==> src/rtl/restart_pkg.sv <==
package restart_pkg;

  typedef enum logic [2:0] {
    RS_OFF   = 3'd0,
    RS_DEB   = 3'd1,
    RS_ON    = 3'd2,
    RS_FAULT = 3'd3,
    RS_RETRY = 3'd4,
    RS_HOLD  = 3'd5
  } rs_state_e;

  // width needed to hold values 0..n
  function automatic int bits_for(input int n);
    int w;
    w = 1;
    while ((1 << w) <= n) w++;
    return w;
  endfunction

  function automatic int max2(input int a, input int b);
    return (a > b) ? a : b;
  endfunction

  // states in which the pull-down is requested
  function automatic logic pulls_down(input rs_state_e s);
    return (s == RS_OFF) || (s == RS_FAULT) || (s == RS_RETRY) || (s == RS_HOLD);
  endfunction

  // states in which the interval timer advances
  function automatic logic times_interval(input rs_state_e s);
    return (s == RS_DEB) || (s == RS_RETRY);
  endfunction

  // states in which a discharged latch may be cleared
  function automatic logic may_clear(input rs_state_e s);
    return (s == RS_RETRY) || (s == RS_HOLD);
  endfunction

endpackage

==> src/rtl/restart_qual.sv <==
// Counts consecutive tick pulses while a level is held; any dropout restarts.
module restart_qual #(
  parameter int QUAL_TICKS = 10,
  localparam int QW = restart_pkg::bits_for(QUAL_TICKS)
) (
  input  logic clk,
  input  logic rst_n,
  input  logic tick,
  input  logic level,
  output logic qualified
);

  localparam logic [QW-1:0] QLIM = QW'(QUAL_TICKS);

  logic [QW-1:0] cnt_q;

  always_ff @(posedge clk or negedge rst_n) begin
    if (!rst_n)
      cnt_q <= '0;
    else if (!level)
      cnt_q <= '0;
    else if (tick && (cnt_q != QLIM))
      cnt_q <= cnt_q + 1'b1;
  end

  assign qualified = (cnt_q == QLIM);

endmodule

==> src/rtl/restart_timer.sv <==
// Interval counter shared by debounce and retry.
module restart_timer #(
  parameter int CW = 8
) (
  input  logic          clk,
  input  logic          rst_n,
  input  logic          restart,
  input  logic          run,
  input  logic          tick,
  input  logic [CW-1:0] last,
  output logic          expire
);

  logic [CW-1:0] cnt_q;

  always_ff @(posedge clk or negedge rst_n) begin
    if (!rst_n)
      cnt_q <= '0;
    else if (restart)
      cnt_q <= '0;
    else if (run && tick)
      cnt_q <= cnt_q + 1'b1;
  end

  assign expire = run && tick && (cnt_q == last);

endmodule

==> src/rtl/restart_fsm.sv <==
module restart_fsm
  import restart_pkg::*;
#(
  parameter int CW = 8,
  parameter int DEB_TICKS = 4,
  parameter int RETRY_TICKS = 8
) (
  input  logic          clk,
  input  logic          rst_n,
  input  logic          fault_det,
  input  logic          tmr_low,
  input  logic          blocked,
  input  logic          clr_req,
  input  logic          mode_auto,
  input  logic          tmr_expire,
  output logic          tmr_restart,
  output logic          tmr_run,
  output logic [CW-1:0] tmr_last,
  output rs_state_e     state,
  output logic          latch_clr,
  output logic          fault_stat
);

  localparam logic [CW-1:0] DEB_LAST = CW'(DEB_TICKS - 1);
  localparam logic [CW-1:0] RET_LAST = CW'(RETRY_TICKS - 1);

  rs_state_e st_q, st_d;
  logic      stat_q, stat_d;

  assign latch_clr = may_clear(st_q) && clr_req;

  always_comb begin
    st_d = st_q;
    unique case (st_q)
      RS_OFF:   if (!blocked) st_d = RS_DEB;
      RS_DEB: begin
        if (blocked)         st_d = RS_OFF;
        else if (tmr_expire) st_d = RS_ON;
      end
      RS_ON: begin
        if (fault_det)    st_d = RS_FAULT;
        else if (blocked) st_d = RS_OFF;
      end
      RS_FAULT: if (tmr_low) st_d = mode_auto ? RS_RETRY : RS_HOLD;
      RS_RETRY: begin
        if (latch_clr)       st_d = blocked ? RS_OFF : RS_DEB;
        else if (tmr_expire) st_d = blocked ? RS_OFF : RS_ON;
      end
      RS_HOLD:  if (latch_clr) st_d = blocked ? RS_OFF : RS_DEB;
      default:  st_d = RS_OFF;
    endcase
  end

  always_comb begin
    stat_d = stat_q;
    if (st_d == RS_FAULT && st_q == RS_ON) stat_d = 1'b1;
    else if (st_d == RS_ON)                stat_d = 1'b0;
  end

  always_ff @(posedge clk or negedge rst_n) begin
    if (!rst_n) begin
      st_q   <= RS_OFF;
      stat_q <= 1'b0;
    end else begin
      st_q   <= st_d;
      stat_q <= stat_d;
    end
  end

  assign tmr_restart = (st_d != st_q);
  assign tmr_run     = times_interval(st_q);
  assign tmr_last    = (st_q == RS_RETRY) ? RET_LAST : DEB_LAST;
  assign state       = st_q;
  assign fault_stat  = stat_q;

endmodule

==> src/rtl/restart_ctrl.sv <==
module restart_ctrl
  import restart_pkg::*;
#(
  parameter int QUAL_TICKS  = 10,
  parameter int DEB_TICKS   = 4000,
  parameter int RETRY_TICKS = 50000
) (
  input  logic clk,
  input  logic rst_n,
  input  logic tick,
  input  logic fault_det,
  input  logic tmr_low,
  input  logic shdn_n,
  input  logic uvlo,
  input  logic uvlo_ovp,
  input  logic mode_auto,
  output logic gate_en,
  output logic gate_pd,
  output logic fault_stat
);

  localparam int CW     = bits_for(max2(DEB_TICKS, RETRY_TICKS));
  localparam int NQUAL  = 2;

  logic [NQUAL-1:0] qual_lvl;
  logic [NQUAL-1:0] qual_hit;
  logic             blocked;
  logic             clr_req;
  logic             tmr_restart, tmr_run, tmr_expire;
  logic [CW-1:0]    tmr_last;
  rs_state_e        state;
  logic             latch_clr;
  logic             in_debounce;

  // index 0: shutdown held, index 1: lockout held
  assign qual_lvl = {uvlo, ~shdn_n};

  for (genvar g = 0; g < NQUAL; g++) begin : g_qual
    restart_qual #(.QUAL_TICKS(QUAL_TICKS)) i_qual (
      .clk       (clk),
      .rst_n     (rst_n),
      .tick      (tick),
      .level     (qual_lvl[g]),
      .qualified (qual_hit[g])
    );
  end

  assign blocked = ~shdn_n | uvlo | uvlo_ovp;
  assign clr_req = uvlo_ovp | (|qual_hit);

  restart_timer #(.CW(CW)) i_timer (
    .clk     (clk),
    .rst_n   (rst_n),
    .restart (tmr_restart),
    .run     (tmr_run),
    .tick    (tick),
    .last    (tmr_last),
    .expire  (tmr_expire)
  );

  restart_fsm #(
    .CW          (CW),
    .DEB_TICKS   (DEB_TICKS),
    .RETRY_TICKS (RETRY_TICKS)
  ) i_fsm (
    .clk         (clk),
    .rst_n       (rst_n),
    .fault_det   (fault_det),
    .tmr_low     (tmr_low),
    .blocked     (blocked),
    .clr_req     (clr_req),
    .mode_auto   (mode_auto),
    .tmr_expire  (tmr_expire),
    .tmr_restart (tmr_restart),
    .tmr_run     (tmr_run),
    .tmr_last    (tmr_last),
    .state       (state),
    .latch_clr   (latch_clr),
    .fault_stat  (fault_stat)
  );

  assign in_debounce = (state == RS_DEB);
  assign gate_en     = (state == RS_ON);
  assign gate_pd     = pulls_down(state);

endmodule

==> config.mk <==
export PLATFORM = sky130hd
export DESIGN_NAME = restart_ctrl
export DESIGN_NICKNAME = d
export VERILOG_FILES = /design/src/rtl/restart_pkg.sv /design/src/rtl/restart_qual.sv /design/src/rtl/restart_timer.sv /design/src/rtl/restart_fsm.sv /design/src/rtl/restart_ctrl.sv
export SDC_FILE = /design/constraint.sdc
export NUM_CORES = 1
export LEC_CHECK = 0
export ABC_AREA = 1
export CAP_MARGIN = 20
export CORE_UTILIZATION = 50
export CTS_CLUSTER_DIAMETER = 100
export CTS_CLUSTER_SIZE = 24
export DETAILED_ROUTE_END_ITERATION = 6
export PLACE_DENSITY = 0.69
export RECOVER_POWER = 25
export SETUP_SLACK_MARGIN = 0.1
export SLEW_MARGIN = 20
export SYNTH_ARGS = -nofsm -noshare
export SYNTH_HDL_FRONTEND = slang
export SYNTH_SLANG_ARGS = --single-unit
==> constraint.sdc <==
create_clock -name clk -period 1.8 [get_ports clk]
set_input_delay 0.54 -clock clk [delete_from_list [all_inputs] [get_ports clk]]
set_output_delay 0.54 -clock clk [all_outputs]
set_load 0.05 [all_outputs]
==> results of run 1 <==
==> worst paths after layout <==
check	startpoint	endpoint	depth (start not counted)
setup / recovery	i_fsm.state[0]$_DFF_PN0_	gate_en	6
hold / removal	g_qual[0].i_qual.cnt_q[3]$_DFFE_PN0P_	g_qual[0].i_qual.cnt_q[3]$_DFFE_PN0P_	2
setup reg to reg	i_fsm.state[1]$_DFF_PN0_	i_timer.cnt_q[8]$_DFFE_PN0P_	13
hold reg to reg	g_qual[0].i_qual.cnt_q[3]$_DFFE_PN0P_	g_qual[0].i_qual.cnt_q[3]$_DFFE_PN0P_	2
max in group asynchronous	rst_n	i_fsm.state[0]$_DFF_PN0_	2
min in group asynchronous	rst_n	i_timer.cnt_q[14]$_DFFE_PN0P_	2
==> critical path, cell delays in order, from the launching register on <==
cell and delay (ns):
dfrtp_2 0.51, buf_6 0.15, inv_4 0.05, nand3_2 0.08, inv_2 0.08, buf_6 0.10, buf_12 0.12
==> cells in the final DEF (no fill, tap or decap), drive strengths merged <==
cell	netlist	routed
nor2	45	45
xnor2	3	3
xor2	6	6
a21o	1	1
a21oi	9	9
nor4	1	1
buf	1	52
inv	32	32
dfrtp	28	28
dlygate4sd3	0	1
nand4	10	10
a211oi	1	1
nand3	24	24
clkbuf	0	4
nor3	2	2
o21ai	8	8
clkinv	1	1
mux2i	1	1
o211ai	1	1
o21bai	1	1
a31oi	1	1
o22ai	1	1
clkdlybuf4s50	0	7
o31ai	1	1
bufinv	0	1
ha	5	5
nand2	47	47
==> what timing repair did <==
item | in CTS | in global routing
setup buffers | 12 | 4
pin swaps | 12 | 4
cloned | 0 | 0
setup endpoints to repair | 18 | 20
gates resized for setup | 21 | 9
hold endpoints to repair | 0 | 0
==> state kept, by name, indices dropped and copies added, names as in the netlist <==
name / cells
i_timer.cnt_q: 16
g_qual.i_qual.cnt_q: 8
i_fsm.state: 3
i_fsm.fault_stat: 1
==> power groups by stage <==
| stage | clock network (mW) | registers, mW | logic [mW] |
|---|---|---|---|
| after floorplan | 0 | 0.696 | 0.103 |
| after global placement | 0 | 0.677 | 0.230 |
| after detailed placement | 0 | 0.678 | 0.235 |
| after CTS | 0.429 | 0.666 | 0.255 |
| after global routing | 0.444 | 0.669 | 0.283 |
| final | 0.417 | 0.667 | 0.259 |
==> logic make-up after synthesis <==
logic type,Yosys count
xor+xnor,9
simple gates,129
mux,1
flops,28
fa+ha+maj,5
compound gates,24
buf+inv,34
==> layout make-up <==
| type | count | share of cell area (%) |
|---|---|---|
| clock buffers | 3 | 0.876 |
| clock inverters | 1 | 1.17 |
| inverters | 33 | 5.06 |
| multi-input cells | 168 | 42.2 |
| flip-flops and latches | 28 | 27.4 |
| well taps | 46 | 2.24 |
| repair buffers | 61 | 21.0 |
==> metal layers <==
layer	vias to the layer above	global-route usage, %	wire length [µm]	part of all wire (%)
met1	807	29.9	2000	47
met2	46	38.0	2080	49
met3	6	4.56	159	3.7
met4	0	5.81	38	0.89
li1	881	-	-	-
met5	-	0	0	0
==> impl_metrics.yaml, run 1 <==
placed_design:
  gp_congestion: 0.890
  detailed_place_hpwl_um: 2890
  place_inst: 320
  portBuffers: 11
  preCtsSetupSlack_ns: -0.476
  dpl_cell_area_mm2: 0.00229
run:
  max-cap-violations: 0
finish:
  num-nets-final: 309
  fin_area_mm2: 0.00257
  seq_area_um2: 704
  drive_above_1_share_pct: 37.4
  multi_input_area_mm2: 0.00109
  final_core_util_pct: 75.3
  num_antenna_cells: 0
  fillCellCount: 256
  stdcell_count: 340
  syn_to_final_growth_pct: 40.3
worst_setup_path:
  ff2ff_setup_slack_ns: -0.10
  arrival_ns: 1.43
  critical_path.max_fanout: 5
  worstPathRequired_ns: 1.26
  start_kind: "register"
  setup.worst_path.end_class: "output pin"
  critical_path_class: "reg -> out"
sta:
  fin_ws_ns: -0.173
  fin_skew_ns: 0.00558
  fin_crit_sh_pct: 110
  fmax_mhz: 507
  finalHoldViolations: 0
  rsz0062_at_grt: "true"
  min_period_ns: 1.97
  hold_slack_ns: 0.545
  tightest_slew_ns: 0.702
  relSlewSlack_pct: 53.2
  final.setup.tns_ns: -1.85
  setup_viol: 18
  drv_slew: 0
pwr:
  internal_power_uw: 996
  irDropWorstVdd_mv: 0.504
  swShare_pct: 25.9
  p_per_area_mw_per_mm2: 522
  p_leak_nw: 1.19
  p_seq_share_pct: 49.6
  clock_power_share_pct: 31.0
  share_comb_of_total_power_pct: 19.3
  power_switching_uw: 347
  finalPower_mw: 1.34
logic_synthesis:
  yosysMostFrequentCell: "nand2_1"
  synth.top_cell.area_share_pct: 38.2
  synth_area_leaders: "dfrtp_1 (38%), nand2_1 (8.6%), nor2_4 (7.4%), nor2_1 (6.1%), inv_1 (5.7%)"
  synth_simple_gate_area_share_pct: 38.2
  yosys_warnings: 0
  synthCells: 230
  ys_seq_elements: 28
  synthXorXnorAreaFrac_pct: 4.30
  synth-adder-area-share_pct: 3.41
  synthesis.area_mm2: 0.00183
  syn-num-nets: 244
  synth_flop_cell: "dfrtp_1"
  synth-async-reset-ratio_pct: 100
  ys_seq_area_share_pct: 38.2
  yosys.area.top_type: "dfrtp_1"
  synth.avg_cell_area_um2: 7.97
  synth_cell_types: 31
  synthTopCellsByCount: "nand2_1 (42), nor2_1 (30), dfrtp_1 (28), inv_1 (28), nand3_1 (19)"
  synth-edff-count: 0
  synthMuxAreaShare_pct: 0.546
  synth_compound_area_share_pct: 7.37
  synth_top_family_by_area: "simple AND/OR/NAND/NOR gates"
clock_network:
  cts.reportedPaths.clkPinSlew_ns: 0.15
  cts_tree: "done"
  cts.htree.levels: 1
  clockBufferDepth: 2
  cts_root_buf: "clkbuf_4"
  clk_latency_ns: 0.33
  cts.sinks: 28
  cts_buffers: 3
  holdBufCountCts: 0
drt:
  wl_per_cell_um: 12.6
  route.vias.total: 1740
  drt_pre_antenna_iters: 4
  drt-initial-drc-count: 125
  drc_errors: 0
  ant_nets: 0
  routed_wl_um: 4280
  vias_per_cell: 5.12
die:
  design.core.area_mm2: 0.00342
  fp.dieW_um: 62.5
  die_height_um: 62.5
  fp-row-count: 21
  initial_core_util_pct: 53.7
  io_pins: 12
  die-area_mm2: 0.00391
grt:
  grt_max_degree: 29
  overflow: 0
  antenna_found_initial: 0
  grt_pass1_vias: 1678
  grt_pass1_wl_um: 7160
  grt_util_all_layers_pct: 22.7
min_path:
  min_path_type: "reg -> reg"
status:
  status: "complete, but fails checks"
  violations: "setup timing"
No activity file was read; power rests on OpenSTA's default activity.
==> run 2: changes to the inputs <==
--- a/config.mk
+++ b/config.mk
@@ -7,11 +7,10 @@
 export LEC_CHECK = 0
 export ABC_AREA = 1
 export CAP_MARGIN = 20
-export CORE_UTILIZATION = 50
+export CORE_UTILIZATION = 42
 export CTS_CLUSTER_DIAMETER = 100
 export CTS_CLUSTER_SIZE = 24
 export DETAILED_ROUTE_END_ITERATION = 6
-export PLACE_DENSITY = 0.69
 export RECOVER_POWER = 25
 export SETUP_SLACK_MARGIN = 0.1
 export SLEW_MARGIN = 20
==> run 2 against run 1 <==
Compared with the run above: the run still ends with setup timing left; cell count decreased by 0.29%; die area increased by 18%; combinational power decreased by 5%; via count decreased by 4.3%; setup slack improved by 0.066 ns; power decreased by 1.6%; maximum frequency increased by 3.5%; non-clock buffer count decreased by 5; register-to-register slack improved by 0.06 ns; clock skew increased by 0.0019 ns; critical path depth decreased by 1; cell area decreased by 0.88%; critical path type unchanged; largest cell class unchanged; largest power group unchanged.
==> impl_metrics.yaml, run 2 (synthesized netlist as in run 1, its figures left out) <==
worst_setup_path:
  critPathSlowestCell: "dfrtp_2"
  critical_path_class: "reg -> out"
  worstPathRequired_ns: 1.26
  r2r_start: "i_fsm.state[1]$_DFF_PN0_"
  ff2ff_setup_slack_ns: -0.04
  critical_path.max_fanout: 5
  path_buf_inv: 2
  startpoint: "i_fsm.state[1]$_DFF_PN0_"
  rr_endpoint: "i_timer.cnt_q[5]$_DFFE_PN0P_"
  path_cells: "nor2_4 > nand2_2 > buf_6 > nand4_1 > buf_12"
  start_kind: "register"
  arrival_ns: 1.37
  crit_family: "flip-flops"
  setup.worst_path.end_class: "output pin"
  critical-path-max-stage-delay_ns: 0.48
  r2r_cells: 14
die:
  initial_core_util_pct: 44.9
  die-area_mm2: 0.00463
  design.core.area_mm2: 0.00409
  io_pins: 12
  fp-row-count: 23
  fp.dieW_um: 68.1
  die_height_um: 68.1
clock_network:
  cts.sinks: 28
  cts_tree: "done"
  cts.reportedPaths.clkPinSlew_ns: 0.10
  cts_root_buf: "clkbuf_8"
  holdBufCountCts: 0
  clockBufferDepth: 2
  clk_latency_ns: 0.28
  cts.htree.levels: 1
  cts_buffers: 3
placed_design:
  preCtsSetupSlack_ns: -0.414
  detailed_place_hpwl_um: 3000
  gp_congestion: 0.832
  portBuffers: 11
sta:
  fin_skew_ns: 0.00746
  fin_ws_ns: -0.107
  relSlewSlack_pct: 51.1
  min_period_ns: 1.91
  drv_slew: 0
  tightest_slew_ns: 0.734
  setup_viol: 17
  rsz0062_at_grt: "true"
  fmax_mhz: 524
  finalHoldViolations: 0
  fin_crit_sh_pct: 106
finish:
  fillCellCount: 347
  multi_input_area_mm2: 0.00109
  num_antenna_cells: 0
  layout_common_cells: "buf_4 (39), nand2_1 (36), nor2_1 (27)"
  regMostFlops: "i_timer.cnt_q"
  final_core_util_pct: 62.4
  num-nets-final: 304
  seq_area_um2: 704
  mostFrequentLayoutCell: "buf_4"
  syn_to_final_growth_pct: 39.0
  largest_reg_flops: 16
  drive_above_1_share_pct: 37.4
pwr:
  p_seq_share_pct: 50.3
  swShare_pct: 27.5
  power_switching_uw: 363
  p_leak_nw: 1.17
  clock_power_share_pct: 31.2
  share_comb_of_total_power_pct: 18.5
  internal_power_uw: 958
  irDropWorstVdd_mv: 0.241
  p_per_area_mw_per_mm2: 518
status:
  status: "complete, but fails checks"
  violations: "setup timing"
drt:
  wl_per_cell_um: 11.8
  drt-initial-drc-count: 89
  routed_wl_um: 3990
  vias_per_cell: 4.91
  ant_nets: 0
  route.vias.total: 1665
  drc_errors: 0
  drt_pre_antenna_iters: 4
grt:
  overflow: 0
  antenna_found_initial: 0
  grt_max_degree: 29
  grt_pass1_vias: 1486
  grt_pass1_wl_um: 6420
  grt_util_all_layers_pct: 18.4
min_path:
  whs_path_depth: 2
  holdPathEnd: "g_qual[0].i_qual.cnt_q[3]$_DFFE_PN0P_"
  min_path_type: "reg -> reg"
  hp-start: "g_qual[0].i_qual.cnt_q[3]$_DFFE_PN0P_"
run:
  max-cap-violations: 0
run 2: power groups by stage:
stage / Clock, mW / Sequential [mW] / Combinational, mW
global route: 0.436 / 0.667 / 0.269
floorplan: 0 / 0.696 / 0.103
detailed placement: 0 / 0.677 / 0.235
CTS: 0.421 / 0.665 / 0.241
finish: 0.412 / 0.665 / 0.245
global placement: 0 / 0.677 / 0.233
run 2: cell type report:
| class | count | share of cell area (%) |
|---|---|---|
| clock buffer | 4 | 2.16 |
| inverter | 33 | 5.01 |
| multi-input combinational | 168 | 42.9 |
| sequential | 28 | 27.6 |
| tap | 50 | 2.45 |
| timing repair buffer | 56 | 19.8 |
run 2: stage by stage:
stage	hold WS [ns]	power (mW)	cell area (µm²)	setup TNS, ns	cells
6_report	0.540	1.32	2550	-0.702	339
5_1_grt	0.575	1.37	2550	-2.49	339
4_1_cts	0.543	1.33	2470	-0.561	338
3_5_place_dp	0.526	0.912	2330	-6.59	329
3_3_place_gp	0.507	0.910	2330	-5.59	329
2_1_floorplan	0.244	0.799	1840	0	230
run 2: timing repair:
action,4_1_cts,5_1_grt
setup endpoints to repair,18,20
pin swaps,5,6
resized for setup,14,19
setup buffers,5,1
run 2: worst max-delay path by stage:
stage                                   endpoint  depth (start not counted)
global route        i_timer.cnt_q[5]$_DFFE_PN0P_                         14
CTS                                      gate_pd                          5
floorplan           i_timer.cnt_q[1]$_DFFE_PN0P_                         12
detailed placement  i_timer.cnt_q[6]$_DFFE_PN0P_                         11
global placement    i_timer.cnt_q[7]$_DFFE_PN0P_                         11
finish                                   gate_pd                          5
run 2: metal layers:
metal,global-route usage [%],wire length (µm)
met1,25.8,2050
met2,28.1,1780
met5,0,0
met3,2.50,76
met4,7.29,72
run 2: worst reg2reg max path: stages (launching register included):
cell     delay [ns]
dfrtp_2        0.48
nor2_4         0.15
nand2_2        0.07
buf_4          0.14
nor2_2         0.07
nand2_1        0.06
nand2_2        0.09
nand3_4        0.10
nand2_2        0.09
nand3_2        0.08
o21ai_2        0.07
inv_2          0.05
nand3_4        0.10
buf_12         0.16
nor2_1         0.05
==> run 3: changes to the inputs <==
--- a/config.mk
+++ b/config.mk
@@ -11,6 +11,7 @@
 export CTS_CLUSTER_DIAMETER = 100
 export CTS_CLUSTER_SIZE = 24
 export DETAILED_ROUTE_END_ITERATION = 6
+export DONT_BUFFER_PORTS = 1
 export RECOVER_POWER = 25
 export SETUP_SLACK_MARGIN = 0.1
 export SLEW_MARGIN = 20
==> run 3 against run 2 <==
Compared with the run above: the run still ends with setup timing left; clock power is 15% lower; critical path depth is 6 higher; sequential share of layout area is 1.8 points higher.
==> impl_metrics.yaml, run 3 (synthesized netlist as in run 1, its figures left out) <==
status:
  violations: "setup timing"
  status: "complete, but fails checks"
finish:
  syn_to_final_growth_pct: 30.4
  multi_input_area_mm2: 0.00112
  num_antenna_cells: 0
  num-nets-final: 282
  layout_common_cells: "nand2_1 (37), inv_1 (25), dfrtp_1 (25)"
  largest_reg_flops: 16
  stdcell_count: 317
  regMostFlops: "i_timer.cnt_q"
  fillCellCount: 367
  mostFrequentLayoutCell: "nand2_1"
  drive_above_1_share_pct: 36.3
  seq_area_um2: 704
worst_setup_path:
  startpoint: "i_fsm.state[0]$_DFF_PN0_"
  setup.worst_path.end_class: "register"
  critical_path_class: "reg -> reg"
  critical-path-max-stage-delay_ns: 0.48
  crit_end: "i_timer.cnt_q[11]$_DFFE_PN0P_"
  critPathSlowestCell: "dfrtp_2"
  path_cells: "buf_6 > o21ai_4 > nand3_4 > nor2_4 > nand3_4 > nand2_4 > nand3_2 > nand2_2 > nand3_4 > buf_16 > nor2_4"
  worstPathRequired_ns: 2.02
  ff2ff_setup_slack_ns: -0.06
  arrival_ns: 2.08
  path_buf_inv: 2
  cpMostUsedCell: "nand3_4"
  crit_family: "simple AND/OR/NAND/NOR gates"
  start_kind: "register"
  r2r_start: "i_fsm.state[0]$_DFF_PN0_"
  path_depth: 11
  r2r_cells: 11
  rr_endpoint: "i_timer.cnt_q[11]$_DFFE_PN0P_"
  critical_path.max_fanout: 8
grt:
  grt_pass1_wl_um: 6440
  antenna_found_initial: 0
  grt_pass1_vias: 1428
  grt_util_all_layers_pct: 18.7
  grt_max_degree: 29
  overflow: 0
min_path:
  min_path_type: "in -> reg"
run:
  max-cap-violations: 0
placed_design:
  gp_congestion: 0.873
  portBuffers: 0
  place_inst: 300
  detailed_place_hpwl_um: 2850
sta:
  fmax_mhz: 537
  relSlewSlack_pct: 15.3
  fin_crit_sh_pct: 103
  rsz0062_at_grt: "true"
  fin_skew_ns: 0.0110
  drv_slew: 0
  setup_viol: 18
  finalHoldViolations: 0
  final.setup.tns_ns: -0.709
  fin_ws_ns: -0.0605
  tightest_slew_ns: 1.27
  min_period_ns: 1.86
clock_network:
  cts.htree.levels: 1
  cts.sinks: 28
  cts_tree: "done"
  clockBufferDepth: 2
  clk_latency_ns: 0.28
  cts.reportedPaths.clkPinSlew_ns: 0.10
  cts_root_buf: "clkbuf_8"
  cts_buffers: 3
pwr:
  finalPower_mw: 1.24
  irDropWorstVdd_mv: 0.535
  p_leak_nw: 1.07
  p_per_area_mw_per_mm2: 517
drt:
  drc_errors: 0
  drt-initial-drc-count: 61
  wl_per_cell_um: 13.4
  vias_per_cell: 5.00
  drt_pre_antenna_iters: 4
  routed_wl_um: 4240
  ant_nets: 0
  route.vias.total: 1585
die:
  io_pins: 12
  fp-row-count: 23
  design.core.area_mm2: 0.00409
  initial_core_util_pct: 44.9
  die_height_um: 68.1
  die-area_mm2: 0.00463
  fp.dieW_um: 68.1
-- run 3: cell types whose count changed in the layout (fill, tap and decap cells not counted), moves of 2 or more --
cell and change:
nor2_4 +4, nand3_2 +2, buf_4 -17, buf_6 +4, buf_12 -3, clkdlybuf4s50_1 -6, nor2_1 -6, nor2_2 +2
o21ai_2 -2
-- run 3: what timing repair did --
action	4_1_cts	5_1_grt
hold buffers	1	0
pin swaps	10	15
resized for setup	16	31
endpoints found under the setup margin	18	19
endpoints found under the hold margin	28	0
setup buffers	9	2
gates cloned	1	0
-- run 3: worst min-delay path by stage --
| stage | startpoint | to | slack (ns) | cells after the start |
|---|---|---|---|---|
| finish | shdn_n | g_qual[0].i_qual.cnt_q[1]$_DFFE_PN0P_ | 0.33 | 1 |
| global route | shdn_n | g_qual[0].i_qual.cnt_q[0]$_DFFE_PN0P_ | 0.32 | 1 |
| CTS | rst_n | i_timer.cnt_q[8]$_DFFE_PN0P_ | 0.07 | 1 |
| detailed placement | rst_n | i_timer.cnt_q[8]$_DFFE_PN0P_ | 0.25 | 0 |
| global placement | rst_n | i_timer.cnt_q[8]$_DFFE_PN0P_ | 0.25 | 0 |
| floorplan | rst_n | g_qual[0].i_qual.cnt_q[0]$_DFFE_PN0P_ | 0.24 | 0 |
-- run 3: metal layers --
| metal | share of wire (%) | track usage [%] | routed length (µm) |
|---|---|---|---|
| met1 | 47 | 25.6 | 2010 |
| met2 | 49 | 29.4 | 2090 |
| met3 | 2.7 | 4.17 | 115 |
| met4 | 0.59 | 4.43 | 25 |
| met5 | 0 | 0 | 0 |
-- run 3: area by class of cell --
class                   count  area share (%)
clock buffers               4            1.88
flip-flops and latches     28            29.5
well taps                  50            2.62
inverters                  33            5.34
repair buffers             34            13.8
multi-input cells         168            46.9
-- run 3: where the power goes --
part / switching (mW) / internal (mW) / total, mW
clock network: 0.193 / 0.159 / 0.352
logic: 0.113 / 0.0882 / 0.201
registers: 0.0341 / 0.649 / 0.683
-- run 3: worst register-to-register path, delay by kind of cell, from the launching register on --
family / cells / cell delay, ns
buffers and inverters: 2 / 0.33
flip-flops: 1 / 0.48
AND/OR/NAND/NOR: 8 / 0.84
AO/OA/AOI/OAI: 1 / 0.16
-- run 3: metrics by stage --
stage / utilization [%] / area, µm² / setup WS [ns] / hold slack (ns)
finish: 58.5 / 2390 / -0.0605 / 0.334
global route: 58.5 / 2390 / -0.141 / 0.317
CTS: 55.7 / 2270 / -0.0383 / 0.0726
detailed placement: 50.3 / 2060 / -0.0182 / 0.245
global placement: 50.3 / 2060 / 0.0156 / 0.245
floorplan: - / 1840 / 0.106 / 0.244
